$ cat src/rtl/dec_slot_alloc.sv
module dec_slot_alloc #(
  parameter int NSLOT = 5,
  parameter int CNT_W = 3,
  parameter int TAG_W = 8,
  parameter int MAXU  = 4,
  parameter int MAXF  = 2,
  parameter int TK_W  = $clog2(NSLOT + 1),
  parameter int SUB_W = $clog2(MAXU)
) (
  input  logic                     clk,
  input  logic                     rst_n,
  input  logic [NSLOT-1:0]         t0_vld,
  input  logic [NSLOT*CNT_W-1:0]   t0_cnt,
  input  logic [NSLOT-1:0]         t0_fus,
  input  logic [NSLOT*TAG_W-1:0]   t0_tag,
  input  logic [NSLOT-1:0]         t1_vld,
  input  logic [NSLOT*CNT_W-1:0]   t1_cnt,
  input  logic [NSLOT-1:0]         t1_fus,
  input  logic [NSLOT*TAG_W-1:0]   t1_tag,
  input  logic                     out_rdy,
  output logic [NSLOT-1:0]         out_vld,
  output logic [NSLOT*TAG_W-1:0]   out_tag,
  output logic [NSLOT*SUB_W-1:0]   out_sub,
  output logic [NSLOT-1:0]         out_fus,
  output logic                     out_thr,
  output logic [TK_W-1:0]          t0_take,
  output logic [TK_W-1:0]          t1_take,
  output logic                     esc_vld,
  output logic [TAG_W-1:0]         esc_tag
);

  localparam logic [TK_W-1:0]  NS_T   = TK_W'(NSLOT);
  localparam logic [TK_W-1:0]  MAXF_T = TK_W'(MAXF);
  localparam logic [CNT_W-1:0] MAXU_C = CNT_W'(MAXU);

  logic                   pref_q;
  logic                   sel;
  logic [NSLOT-1:0]       s_vld, s_fus;
  logic [NSLOT*CNT_W-1:0] s_cnt;
  logic [NSLOT*TAG_W-1:0] s_tag;
  logic [CNT_W-1:0]       hcnt;
  logic                   hesc;
  logic [NSLOT-1:0]       l_vld, l_fus;
  logic [TAG_W-1:0]       l_tag [NSLOT];
  logic [SUB_W-1:0]       l_sub [NSLOT];
  logic [TK_W-1:0]        take;

  assign sel   = (pref_q ? t1_vld[0] : t0_vld[0]) ? pref_q : ~pref_q;
  assign s_vld = sel ? t1_vld : t0_vld;
  assign s_fus = sel ? t1_fus : t0_fus;
  assign s_cnt = sel ? t1_cnt : t0_cnt;
  assign s_tag = sel ? t1_tag : t0_tag;

  assign hcnt = s_cnt[CNT_W-1:0];
  assign hesc = s_vld[0] && (hcnt == '0 || hcnt > MAXU_C);

  always_comb begin : walk
    logic [TK_W-1:0]  used;
    logic [TK_W-1:0]  nf;
    logic             stop;
    logic [CNT_W-1:0] c;
    l_vld = '0;
    l_fus = '0;
    take  = '0;
    used  = '0;
    nf    = '0;
    stop  = 1'b0;
    c     = '0;
    for (int j = 0; j < NSLOT; j++) begin
      l_tag[j] = '0;
      l_sub[j] = '0;
    end
    if (s_vld[0] && !hesc) begin
      for (int j = 0; j < MAXU; j++) begin
        if (CNT_W'(j) < hcnt) begin
          l_vld[j] = 1'b1;
          l_tag[j] = s_tag[TAG_W-1:0];
          l_sub[j] = SUB_W'(j);
          l_fus[j] = s_fus[0];
        end
      end
      used = TK_W'(hcnt);
      nf   = TK_W'(s_fus[0]);
      take = TK_W'(1);
      for (int k = 1; k < NSLOT; k++) begin
        c = s_cnt[k*CNT_W +: CNT_W];
        if (!stop && s_vld[k] && c == CNT_W'(1) && used < NS_T &&
            !(s_fus[k] && nf >= MAXF_T)) begin
          l_vld[used] = 1'b1;
          l_tag[used] = s_tag[k*TAG_W +: TAG_W];
          l_fus[used] = s_fus[k];
          used = used + TK_W'(1);
          nf   = nf + TK_W'(s_fus[k]);
          take = take + TK_W'(1);
        end else begin
          stop = 1'b1;
        end
      end
    end else if (hesc) begin
      take = TK_W'(1);
    end
  end

  for (genvar g = 0; g < NSLOT; g++) begin : g_pack
    assign out_tag[g*TAG_W +: TAG_W] = l_tag[g];
    assign out_sub[g*SUB_W +: SUB_W] = l_sub[g];
  end

  assign out_vld = l_vld;
  assign out_fus = l_fus;
  assign out_thr = sel;
  assign esc_vld = hesc;
  assign esc_tag = hesc ? s_tag[TAG_W-1:0] : '0;
  assign t0_take = (out_rdy && !sel) ? take : '0;
  assign t1_take = (out_rdy &&  sel) ? take : '0;

  always_ff @(posedge clk) begin
    if (!rst_n)                 pref_q <= 1'b0;
    else if (out_rdy && s_vld[0]) pref_q <= ~sel;
  end

endmodule

$ cat config.mk
export PLATFORM = sky130hd
export DESIGN_NAME = dec_slot_alloc
export DESIGN_NICKNAME = d
export VERILOG_FILES = /design/src/rtl/dec_slot_alloc.sv
export SDC_FILE = /design/constraint.sdc
export NUM_CORES = 1
export LEC_CHECK = 0
export BUFFER_PORTS_ARGS = -buffer_cell sky130_fd_sc_hd__clkbuf_2
export CORE_MARGIN = 2
export CORE_UTILIZATION = 46
export CTS_CLUSTER_SIZE = 25
export DETAILED_ROUTE_END_ITERATION = 10
export HOLD_SLACK_MARGIN = 0.05
export PLACE_DENSITY = 0.84
export SLEW_MARGIN = 20
export SYNTH_ARGS = -nofsm -noshare
export SYNTH_HDL_FRONTEND = slang
export SYNTH_SLANG_ARGS = --single-unit
$ cat constraint.sdc
create_clock -name clk -period 8.8 [get_ports clk]
set_input_delay 1.32 -clock clk [delete_from_list [all_inputs] [get_ports clk]]
set_output_delay 1.32 -clock clk [all_outputs]
set_load 0.02 [all_outputs]
==> results of run 1 <==
==> final cells by class <==
type,count,share of cell area
Timing Repair Buffer,208,0.234
Multi-Input combinational cell,512,0.723
Tap cell,99,0.0275
Sequential cell,1,0.00444
Inverter,13,0.0114
==> metrics by stage <==
stage,power [W],instances,setup slack (ns),utilization,instance area (µm²)
after floorplan,0.000209,572,1.51,-,3560
after global placement,0.000307,833,1.34,0.612,4510
after detailed placement,0.000311,833,1.17,0.612,4510
after CTS,0.000312,833,1.16,0.612,4510
after global routing,0.000343,833,0.611,0.612,4510
final,0.000318,833,1.07,0.612,4510
==> logic make-up after synthesis <==
| logic type | Yosys count | synth area share |
|---|---|---|
| AND/OR/NAND/NOR | 227 | 0.307 |
| AO/OA/AOI/OAI | 196 | 0.345 |
| multiplexers | 71 | 0.220 |
| buffers and inverters | 59 | 0.0820 |
| adder cells (fa/ha/maj) | 9 | 0.0318 |
| XOR/XNOR | 3 | 0.00743 |
| other | 1 | 0.00106 |
| flip-flops | 1 | 0.00566 |
==> worst max path at each step <==
stage	to	slack, ns	cells after the start
after detailed placement	out_tag[15]	1.17	18
final	out_tag[15]	1.07	18
after floorplan	out_tag[31]	1.51	20
after global routing	out_fus[1]	0.61	18
after global placement	out_fus[4]	1.34	19
after CTS	out_tag[15]	1.16	18
==> power by group <==
| part | internal, W | switching, W |
|---|---|---|
| registers | 0.00000496 | 0.000000497 |
| clock network | 0 | 0 |
| logic | 0.000113 | 0.000200 |
| total | 0.000117 | 0.000200 |
==> metal layers <==
| layer | vias up | GRT usage | wire length, µm | share of wire |
|---|---|---|---|---|
| met5 | - | 0 | 0 | 0 |
| met3 | 2 | 0.0583 | 1660 | 0.12 |
| met2 | 307 | 0.504 | 6190 | 0.44 |
| li1 | 2418 | - | - | - |
| met4 | 0 | 0.0174 | 55 | 0.0039 |
| met1 | 2285 | 0.457 | 6210 | 0.44 |
==> layout by cell type, fill, tap and decap left out, types with 4 or more instances in the layout <==
cell type / Yosys / routed
ha_1: 9 / 9
mux2_2: 13 / 13
a211oi_1: 35 / 35
nand3_1: 11 / 11
a21boi_0: 4 / 4
mux2i_1: 49 / 49
o21ai_0: 26 / 26
nor2_2: 3 / 4
o22ai_1: 29 / 29
nand2_1: 79 / 79
a21oi_1: 73 / 73
clkbuf_2: 0 / 202
inv_1: 12 / 12
nand4_1: 7 / 7
mux2_4: 8 / 8
conb_1: 1 / 6
o22a_1: 8 / 8
buf_4: 10 / 6
nor2_1: 92 / 91
==> results.sh, run 1 <==
export IMPL_status="finished, final reports clean"
export IMPL_synth_cell_types=61
export IMPL_min_from="pref_q$_SDFFE_PN0P_"
export IMPL_dpl_hpwl_mm=11.2
export IMPL_diodes=0
export IMPL_die_w_um=91.7
export IMPL_startpoint="t0_vld[0]"
export IMPL_largest_reg_flops=1
export IMPL_synth_top_area_share=0.139
export IMPL_synth_async_reset_ratio=0
export IMPL_port_buffers=202
export IMPL_ys_flop_type="dfxtp_1"
export IMPL_power_density_nw_per_um2=70.5
export IMPL_avgSynthCellArea_um2=6.24
export IMPL_worstHoldPathCells=1
export IMPL_yosysMostFrequentCell="nor2_1"
export IMPL_via_per_inst=6.02
export IMPL_whs_ns=0.583
export IMPL_drive_gt1_frac=0.342
export IMPL_drc=0
export IMPL_ys_seq_elements=1
export IMPL_via_count=5012
export IMPL_leakagePower_nw=2.30
export IMPL_r2r_end="pref_q$_SDFFE_PN0P_"
export IMPL_core_area_um2=7370
export IMPL_critPathCaptureType="output port"
export IMPL_clkLatencyLatePin_ns=0
export IMPL_post_cts_buffers=0
export IMPL_worstPathMaxFanout=53
export IMPL_grt_pass1_wl_mm=22.2
export IMPL_grt_usage=0.314
export IMPL_postCtsHoldBufs=0
export IMPL_worst_path_buf_inv=4
export IMPL_crit_path_cell_trace="clkbuf_2, nor2_2, nor2_8, inv_4, mux2i_1, inv_1, ha_1, nand2_1, o21ai_0, ha_1, ha_1, o2111ai_1, nand4b_4, nor2_2, nand2_1, o21ai_0, a21oi_1, clkbuf_2"
export IMPL_crit_family="simple AND/OR/NAND/NOR gates"
export IMPL_worst_slew_pin_slew_ns=0.925
export IMPL_grt_overflow_total=0
export IMPL_synth_area_leader_cell="mux2i_1"
export IMPL_grt_pass1_vias=4477
export IMPL_multi_input_area_um2=3260
export IMPL_cap_viol_max_count=0
export IMPL_nFillCells=737
export IMPL_top_register="pref_q"
export IMPL_worst_path_most_repeated_cell="ha_1"
export IMPL_min_path_type="reg -> reg"
export IMPL_die_area_um2=8410
export IMPL_wl_mm=14.1
export IMPL_finalSetupViolCount=0
export IMPL_die_h_um=91.7
export IMPL_crit_arrival_ns=6.41
export IMPL_period_needed_ns=7.73
export IMPL_rsz0062_at_grt="false"
export IMPL_synthTopCellsByCount="nor2_1, nand2_1, a21oi_1"
export IMPL_synth_area_um2=3540
export IMPL_finClkSkew_ns=0
export IMPL_hold_end="pref_q$_SDFFE_PN0P_"
export IMPL_r2r_setup_slack_ns=8.01
export IMPL_synth_edf_count=0
export IMPL_synth_cells=567
export IMPL_max_stage_delay_ns=0.66
export IMPL_area_delta_synth_final_pct=27.4
export IMPL_peakVddDrop_mv=0.0517
export IMPL_slew_headroom=0.383
export IMPL_routedWlPerCell_um=17.0
export IMPL_synthTopCellsByArea="mux2i_1, a21oi_1, nor2_1, nand2_1, a211oi_1"
export IMPL_path_class="in -> out"
export IMPL_fin_nets=878
export IMPL_rr_worst_depth=2
export IMPL_start_util=0.480
export IMPL_finalWeightedCongestion=0.918
export IMPL_antenna_found_initial=0
export IMPL_timing_final_crit_share=0.879
export IMPL_hold_viol_final=0
export IMPL_setup_tns_ns=0
export IMPL_synth_seq_area_share=0.00566
export IMPL_crit_slowest_cell="nor2_2"
export IMPL_ios=209
export IMPL_dr_pass1_iters=5
export IMPL_detail_route_antenna_nets=0
export IMPL_cts_repair_resize_count=0
export IMPL_yosysWarningCount=0
export IMPL_drtIter0Drc=579
export IMPL_fmax_ghz=0.129
export IMPL_grt_max_degree=54
export IMPL_required_ns=7.48
export IMPL_largestRegisters="pref_q (1)"
export IMPL_seq_area_um2=20.0
export IMPL_r2r_start="pref_q$_SDFFE_PN0P_"
export IMPL_clkTransAtPathRegs_ns=0
export IMPL_drv_slew=0
export IMPL_num_rows=31
export IMPL_crit_path_start_kind="input port"
No activity file was read; power rests on OpenSTA's default activity.
==> run 2: changes to the inputs <==
--- a/config.mk
+++ b/config.mk
@@ -7,11 +7,10 @@
 export LEC_CHECK = 0
 export BUFFER_PORTS_ARGS = -buffer_cell sky130_fd_sc_hd__clkbuf_2
 export CORE_MARGIN = 2
-export CORE_UTILIZATION = 46
-export CTS_CLUSTER_SIZE = 25
+export CORE_UTILIZATION = 41
 export DETAILED_ROUTE_END_ITERATION = 10
 export HOLD_SLACK_MARGIN = 0.05
-export PLACE_DENSITY = 0.84
+export PLACE_DENSITY = 0.79
 export SLEW_MARGIN = 20
 export SYNTH_ARGS = -nofsm -noshare
 export SYNTH_HDL_FRONTEND = slang
==> constraint.sdc (replaced) <==
create_clock -name clk -period 6.4 [get_ports clk]
set_input_delay 0.96 -clock clk [delete_from_list [all_inputs] [get_ports clk]]
set_output_delay 0.96 -clock clk [all_outputs]
set_load 0.02 [all_outputs]
==> run 2 against run 1 <==
First-iteration DRC count fell by 25%. Setup slack worse by 0.78 ns. Via count is 0.36% higher. Cell area rose by 2.7%. Combinational power increased by 41%. Flip-flop and latch count is the same. Final cell count is 2.2% higher. Register-to-register slack worse by 2.4 ns. Utilization fell by 5.4 points. Critical path depth unchanged.
==> results.sh, run 2 (same netlist as run 1, synthesis figures left out) <==
export IMPL_finalWeightedCongestion=0.917
export IMPL_routedWlPerCell_um=17.3
export IMPL_num_rows=33
export IMPL_timing_final_crit_share=0.955
export IMPL_mostFrequentLayoutCells="clkbuf_2, nor2_1, nand2_1, a21oi_1, mux2i_1"
export IMPL_die_h_um=96.9
export IMPL_final_util=0.558
export IMPL_dr_pass1_iters=5
export IMPL_layout_commonest_cell="clkbuf_2"
export IMPL_path_class="in -> out"
export IMPL_largestRegisters="pref_q (1)"
export IMPL_hold_viol_final=0
export IMPL_top_register="pref_q"
export IMPL_required_ns=5.44
export IMPL_whs_ns=0.583
export IMPL_clkLatencyLatePin_ns=0
export IMPL_grt_pass1_vias=4725
export IMPL_drive_gt1_frac=0.359
export IMPL_drtIter0Drc=436
export IMPL_leakagePower_nw=2.38
export IMPL_clkTransAtPathRegs_ns=0
export IMPL_start_util=0.426
export IMPL_min_path_type="reg -> reg"
export IMPL_wl_mm=14.7
export IMPL_power_density_nw_per_um2=96.3
export IMPL_finClkSkew_ns=0
export IMPL_drc=0
export IMPL_postCtsHoldBufs=0
export IMPL_period_needed_ns=6.11
export IMPL_via_per_inst=5.91
export IMPL_pre_cts_ws_ns=0.196
export IMPL_via_count=5030
export IMPL_grt_overflow_total=0
export IMPL_peakVddDrop_mv=0.0386
export IMPL_die_w_um=96.9
export IMPL_status="finished, final reports clean"
export IMPL_crit_path_start_kind="input port"
export IMPL_grt_pass1_wl_mm=23.7
export IMPL_report_power_total_w=0.000446
export IMPL_finalSetupViolCount=0
export IMPL_worstPathMaxFanout=10
export IMPL_rsz0062_at_grt="false"
export IMPL_setup_slack_ns=0.288
export IMPL_antenna_found_initial=0
export IMPL_port_buffers=202
export IMPL_die_area_um2=9390
export IMPL_area_delta_synth_final_pct=30.9
export IMPL_slew_headroom=0.494
export IMPL_dpl_hpwl_mm=11.8
export IMPL_fmax_ghz=0.164
export IMPL_critPathCaptureType="output port"
export IMPL_grt_usage=0.294
export IMPL_drv_slew=0
export IMPL_detail_route_antenna_nets=0
export IMPL_core_area_um2=8300
export IMPL_cap_viol_max_count=0
export IMPL_crit_arrival_ns=5.15
export IMPL_nFillCells=834
export IMPL_setup_tns_ns=0
export IMPL_fin_nets=890
export IMPL_diodes=0
export IMPL_largest_reg_flops=1
export IMPL_grt_max_degree=35
export IMPL_ios=209
export IMPL_worst_slew_pin_slew_ns=0.756
==> run 2: per-layer routing <==
layer  track usage  vias to the layer above  part of all wire
li1              -                     2444                 -
met1         0.427                     2300              0.46
met2         0.480                      282              0.45
met3        0.0405                        4             0.096
met4        0.0260                        0            0.0011
met5             0                        -                 0
==> run 2: critical path: stages <==
cell,delay (ns)
clkbuf_2,0.14
or2_1,0.34
and3_1,0.24
nor2_2,0.22
inv_1,0.09
ha_1,0.23
mux4_2,0.34
or3_4,0.37
nand2_1,0.12
mux2_2,0.34
ha_1,0.29
o31a_1,0.32
nor2_2,0.25
and2_1,0.21
buf_4,0.21
mux2i_1,0.24
nor2_1,0.06
clkbuf_2,0.17
==> run 2: power breakdown <==
part	switching (W)	internal, W
clock	0	0
sequential	0.000000746	0.00000682
combinational	0.000279	0.000159
total	0.000280	0.000166
==> run 2: path summary, 6_finish.rpt <==
| kind | start | endpoint | slack [ns] | depth (start not counted) |
|---|---|---|---|---|
| hold reg to reg | pref_q$_SDFFE_PN0P_ | pref_q$_SDFFE_PN0P_ | 0.58 | 2 |
| setup / recovery | t0_vld[0] | out_fus[4] | 0.29 | 18 |
| hold / removal | pref_q$_SDFFE_PN0P_ | pref_q$_SDFFE_PN0P_ | 0.58 | 2 |
| setup reg to reg | pref_q$_SDFFE_PN0P_ | pref_q$_SDFFE_PN0P_ | 5.64 | 2 |
==> run 2: cell type report <==
type                            instances  area [µm²]  area share
Multi-Input combinational cell        512        3280       0.709
Timing Repair Buffer                  220        1150       0.247
Tap cell                              105         131      0.0284
Inverter                               13        51.3      0.0111
Sequential cell                         1        20.0     0.00432
==> run 2: per-stage QoR <==
step | instances | cell area [µm²]
floorplan | 572 | 3570
global placement | 851 | 4620
detailed placement | 851 | 4620
CTS | 851 | 4620
global route | 851 | 4630
finish | 851 | 4630
==> run 2: what timing repair did <==
item	4_1_cts	5_1_grt
resized for setup	0	5
endpoints found under the setup margin	0	31
setup buffers	0	0
==> run 3: changes to the inputs <==
--- a/config.mk
+++ b/config.mk
@@ -5,12 +5,13 @@
 export SDC_FILE = /design/constraint.sdc
 export NUM_CORES = 1
 export LEC_CHECK = 0
+export ABC_AREA = 1
 export BUFFER_PORTS_ARGS = -buffer_cell sky130_fd_sc_hd__clkbuf_2
 export CORE_MARGIN = 2
-export CORE_UTILIZATION = 41
+export CORE_UTILIZATION = 43
 export DETAILED_ROUTE_END_ITERATION = 10
 export HOLD_SLACK_MARGIN = 0.05
-export PLACE_DENSITY = 0.79
+export PLACE_DENSITY = 0.8
 export SLEW_MARGIN = 20
 export SYNTH_ARGS = -nofsm -noshare
 export SYNTH_HDL_FRONTEND = slang
==> run 3 against run 2 <==
First-iteration DRC count increased by 1.6%. Via count increased by 12%. Fmax is 8.0% higher. Register-to-register slack worse by 0.47 ns. Setup slack gained 0.45 ns. Combinational power up 19%. Synthesized area is 10% higher. Critical endpoint is now t1_take[2]. Die area is 4.8% higher. Wire length fell by 1.6%. Critical path depth up 7. Clock skew is the same. Final cell count increased by 26%.
==> results.sh, run 3 <==
export IMPL_place_area_um2=4890
export IMPL_grt_pass1_wl_mm=23.8
export IMPL_cts_repair_resize_count=0
export IMPL_port_buffers=202
export IMPL_crit_arrival_ns=4.70
export IMPL_routedWlPerCell_um=13.5
export IMPL_synth_area_um2=3890
export IMPL_slew_headroom=0.460
export IMPL_status="finished, final reports clean"
export IMPL_largest_reg_flops=1
export IMPL_ys_seq_elements=1
export IMPL_ys_flop_type="dfxtp_1"
export IMPL_setup_slack_ns=0.739
export IMPL_die_h_um=99.2
export IMPL_worst_slew_pin_slew_ns=0.805
export IMPL_detail_route_antenna_nets=0
export IMPL_peakVddDrop_mv=0.0493
export IMPL_synthTopCellsByArea="nand2_1, o21ai_0, nor2_1, inv_1, a21oi_1"
export IMPL_synth_cell_types=45
export IMPL_drv_slew=0
export IMPL_clkLatencyLatePin_ns=0
export IMPL_top_register="pref_q"
export IMPL_largestRegisters="pref_q (1)"
export IMPL_finClkSkew_ns=0
export IMPL_ios=209
export IMPL_yosysWarningCount=0
export IMPL_finalSetupViolCount=0
export IMPL_synth_adder_area_share=0.0289
export IMPL_via_per_inst=5.25
export IMPL_worstPathMaxFanout=20
export IMPL_final_util=0.558
export IMPL_synth_compound_area_frac=0.312
export IMPL_synth_cells=795
export IMPL_core_area_um2=8760
export IMPL_setup_tns_ns=0
export IMPL_hold_viol_final=0
export IMPL_grt_overflow_total=0
export IMPL_place_inst=1074
export IMPL_synthTopCellsByCount="nand2_1, nor2_1, o21ai_0"
export IMPL_grt_usage=0.284
export IMPL_yosysMostFrequentCell="nand2_1"
export IMPL_layout_commonest_cell="clkbuf_2"
export IMPL_dr_pass1_iters=5
export IMPL_dpl_hpwl_mm=12.0
export IMPL_fin_area_um2=4890
export IMPL_synth_top_family_by_area="simple AND/OR/NAND/NOR gates"
export IMPL_synthMuxAreaShare=0
export IMPL_die_area_um2=9840
export IMPL_area_delta_synth_final_pct=25.5
export IMPL_pre_cts_ws_ns=0.774
export IMPL_diodes=0
export IMPL_via_count=5635
export IMPL_avgSynthCellArea_um2=4.90
export IMPL_finalWeightedCongestion=0.995
export IMPL_drive_gt1_frac=0.282
export IMPL_start_util=0.444
export IMPL_num_rows=34
export IMPL_die_w_um=99.2
export IMPL_fin_nets=1110
export IMPL_mostFrequentLayoutCells="clkbuf_2, nand2_1, nor2_1, o21ai_0, inv_1"
export IMPL_synth_edf_count=0
export IMPL_required_ns=5.44
export IMPL_path_class="in -> out"
export IMPL_leakagePower_nw=2.89
export IMPL_antenna_found_initial=0
export IMPL_synth_top_area_share=0.190
export IMPL_nFillCells=975
export IMPL_postCtsHoldBufs=0
export IMPL_power_density_nw_per_um2=109
export IMPL_yosys_area_share_xor_xnor=0.00450
export IMPL_synth_simple_gate_area_frac=0.493
export IMPL_rsz0062_at_grt="false"
export IMPL_grt_max_degree=53
export IMPL_drc=0
export IMPL_cap_viol_max_count=0
export IMPL_drtIter0Drc=443
export IMPL_post_cts_buffers=0
export IMPL_synth_seq_area_share=0.00514
export IMPL_wl_mm=14.5
export IMPL_timing_final_crit_share=0.884
export IMPL_synth_area_leader_cell="nand2_1"
export IMPL_grt_pass1_vias=5182
export IMPL_synth_async_reset_ratio=0
export IMPL_fmax_ghz=0.177
export IMPL_critPathCaptureType="output port"
export IMPL_final_cell_count_no_fill=1074
export IMPL_period_needed_ns=5.66
export IMPL_min_path_type="reg -> reg"
export IMPL_crit_path_start_kind="input port"
export IMPL_clkTransAtPathRegs_ns=0
run 3: cell count changes after synthesis, moves of 12 or more:
cell | before | now
nand2_1 | 79 | 197
o21ai_0 | 26 | 112
inv_1 | 12 | 90
mux2i_1 | 49 | 0
a21oi_1 | 73 | 37
nor2_1 | 92 | 128
a211oi_1 | 35 | 5
nand3_1 | 11 | 33
o22ai_1 | 29 | 15
mux2_2 | 13 | 0
nand2_2 | 1 | 14
o211ai_1 | 1 | 13
run 3: critical path: stages:
cell and delay (ns):
clkbuf_2 0.11, inv_1 0.05, nand2_1 0.13, nand2_2 0.12, o21ai_0 0.44, ha_1 0.33
nor2_1 0.10, a31oi_1 0.07, ha_1 0.21, ha_1 0.26, nand2_1 0.10, nand2_1 0.06
ha_1 0.28, inv_1 0.05, nand3_1 0.07, nand2_1 0.06, nand2_1 0.07, nor2_1 0.15
nand2_2 0.29, nand2_1 0.26, nand2_1 0.07, nand2_1 0.06, nand3_1 0.08, nor2_1 0.12
clkbuf_2 0.18
run 3: logic make-up after synthesis:
kind of cell	after synthesis
xor+xnor	2
compound gates	213
buf+inv	144
simple gates	425
other cells	1
fa+ha+maj	9
flops	1
run 3: cell type report:
cell class | instances | area (µm²) | share of cell area
multi-input cells | 655 | 3290 | 0.673
flip-flops and latches | 1 | 20.0 | 0.00410
inverters | 102 | 385 | 0.0789
repair buffers | 208 | 1060 | 0.216
well taps | 108 | 135 | 0.0276
run 3: per-layer routing:
layer | part of all wire | vias up | global-route usage
met4 | 0.0085 | 0 | 0.0358
met3 | 0.10 | 12 | 0.0337
li1 | - | 2935 | -
met2 | 0.44 | 292 | 0.475
met1 | 0.45 | 2396 | 0.402
met5 | 0 | - | 0
run 3: path summary, 6_finish.rpt:
| path | start | to | slack [ns] | cells after the start |
|---|---|---|---|---|
| worst max-delay path | t1_vld[0] | t1_take[2] | 0.74 | 25 |
| worst min-delay path | pref_q$_SDFFE_PN0P_ | pref_q$_SDFFE_PN0P_ | 0.55 | 2 |
| worst max register to register | pref_q$_SDFFE_PN0P_ | pref_q$_SDFFE_PN0P_ | 5.17 | 6 |
| worst min register to register | pref_q$_SDFFE_PN0P_ | pref_q$_SDFFE_PN0P_ | 0.55 | 2 |
run 3: report_power, final:
group	switching [W]	internal, W
Sequential	0.000000638	0.00000689
Clock	0	0
Combinational	0.000356	0.000168
run 3: metrics by stage:
| step | hold slack [ns] | power, W |
|---|---|---|
| global route | 0.580 | 0.000589 |
| CTS | 0.547 | 0.000525 |
| global placement | 0.533 | 0.000521 |
| detailed placement | 0.541 | 0.000523 |
| finish | 0.548 | 0.000532 |
| floorplan | 0.509 | 0.000365 |
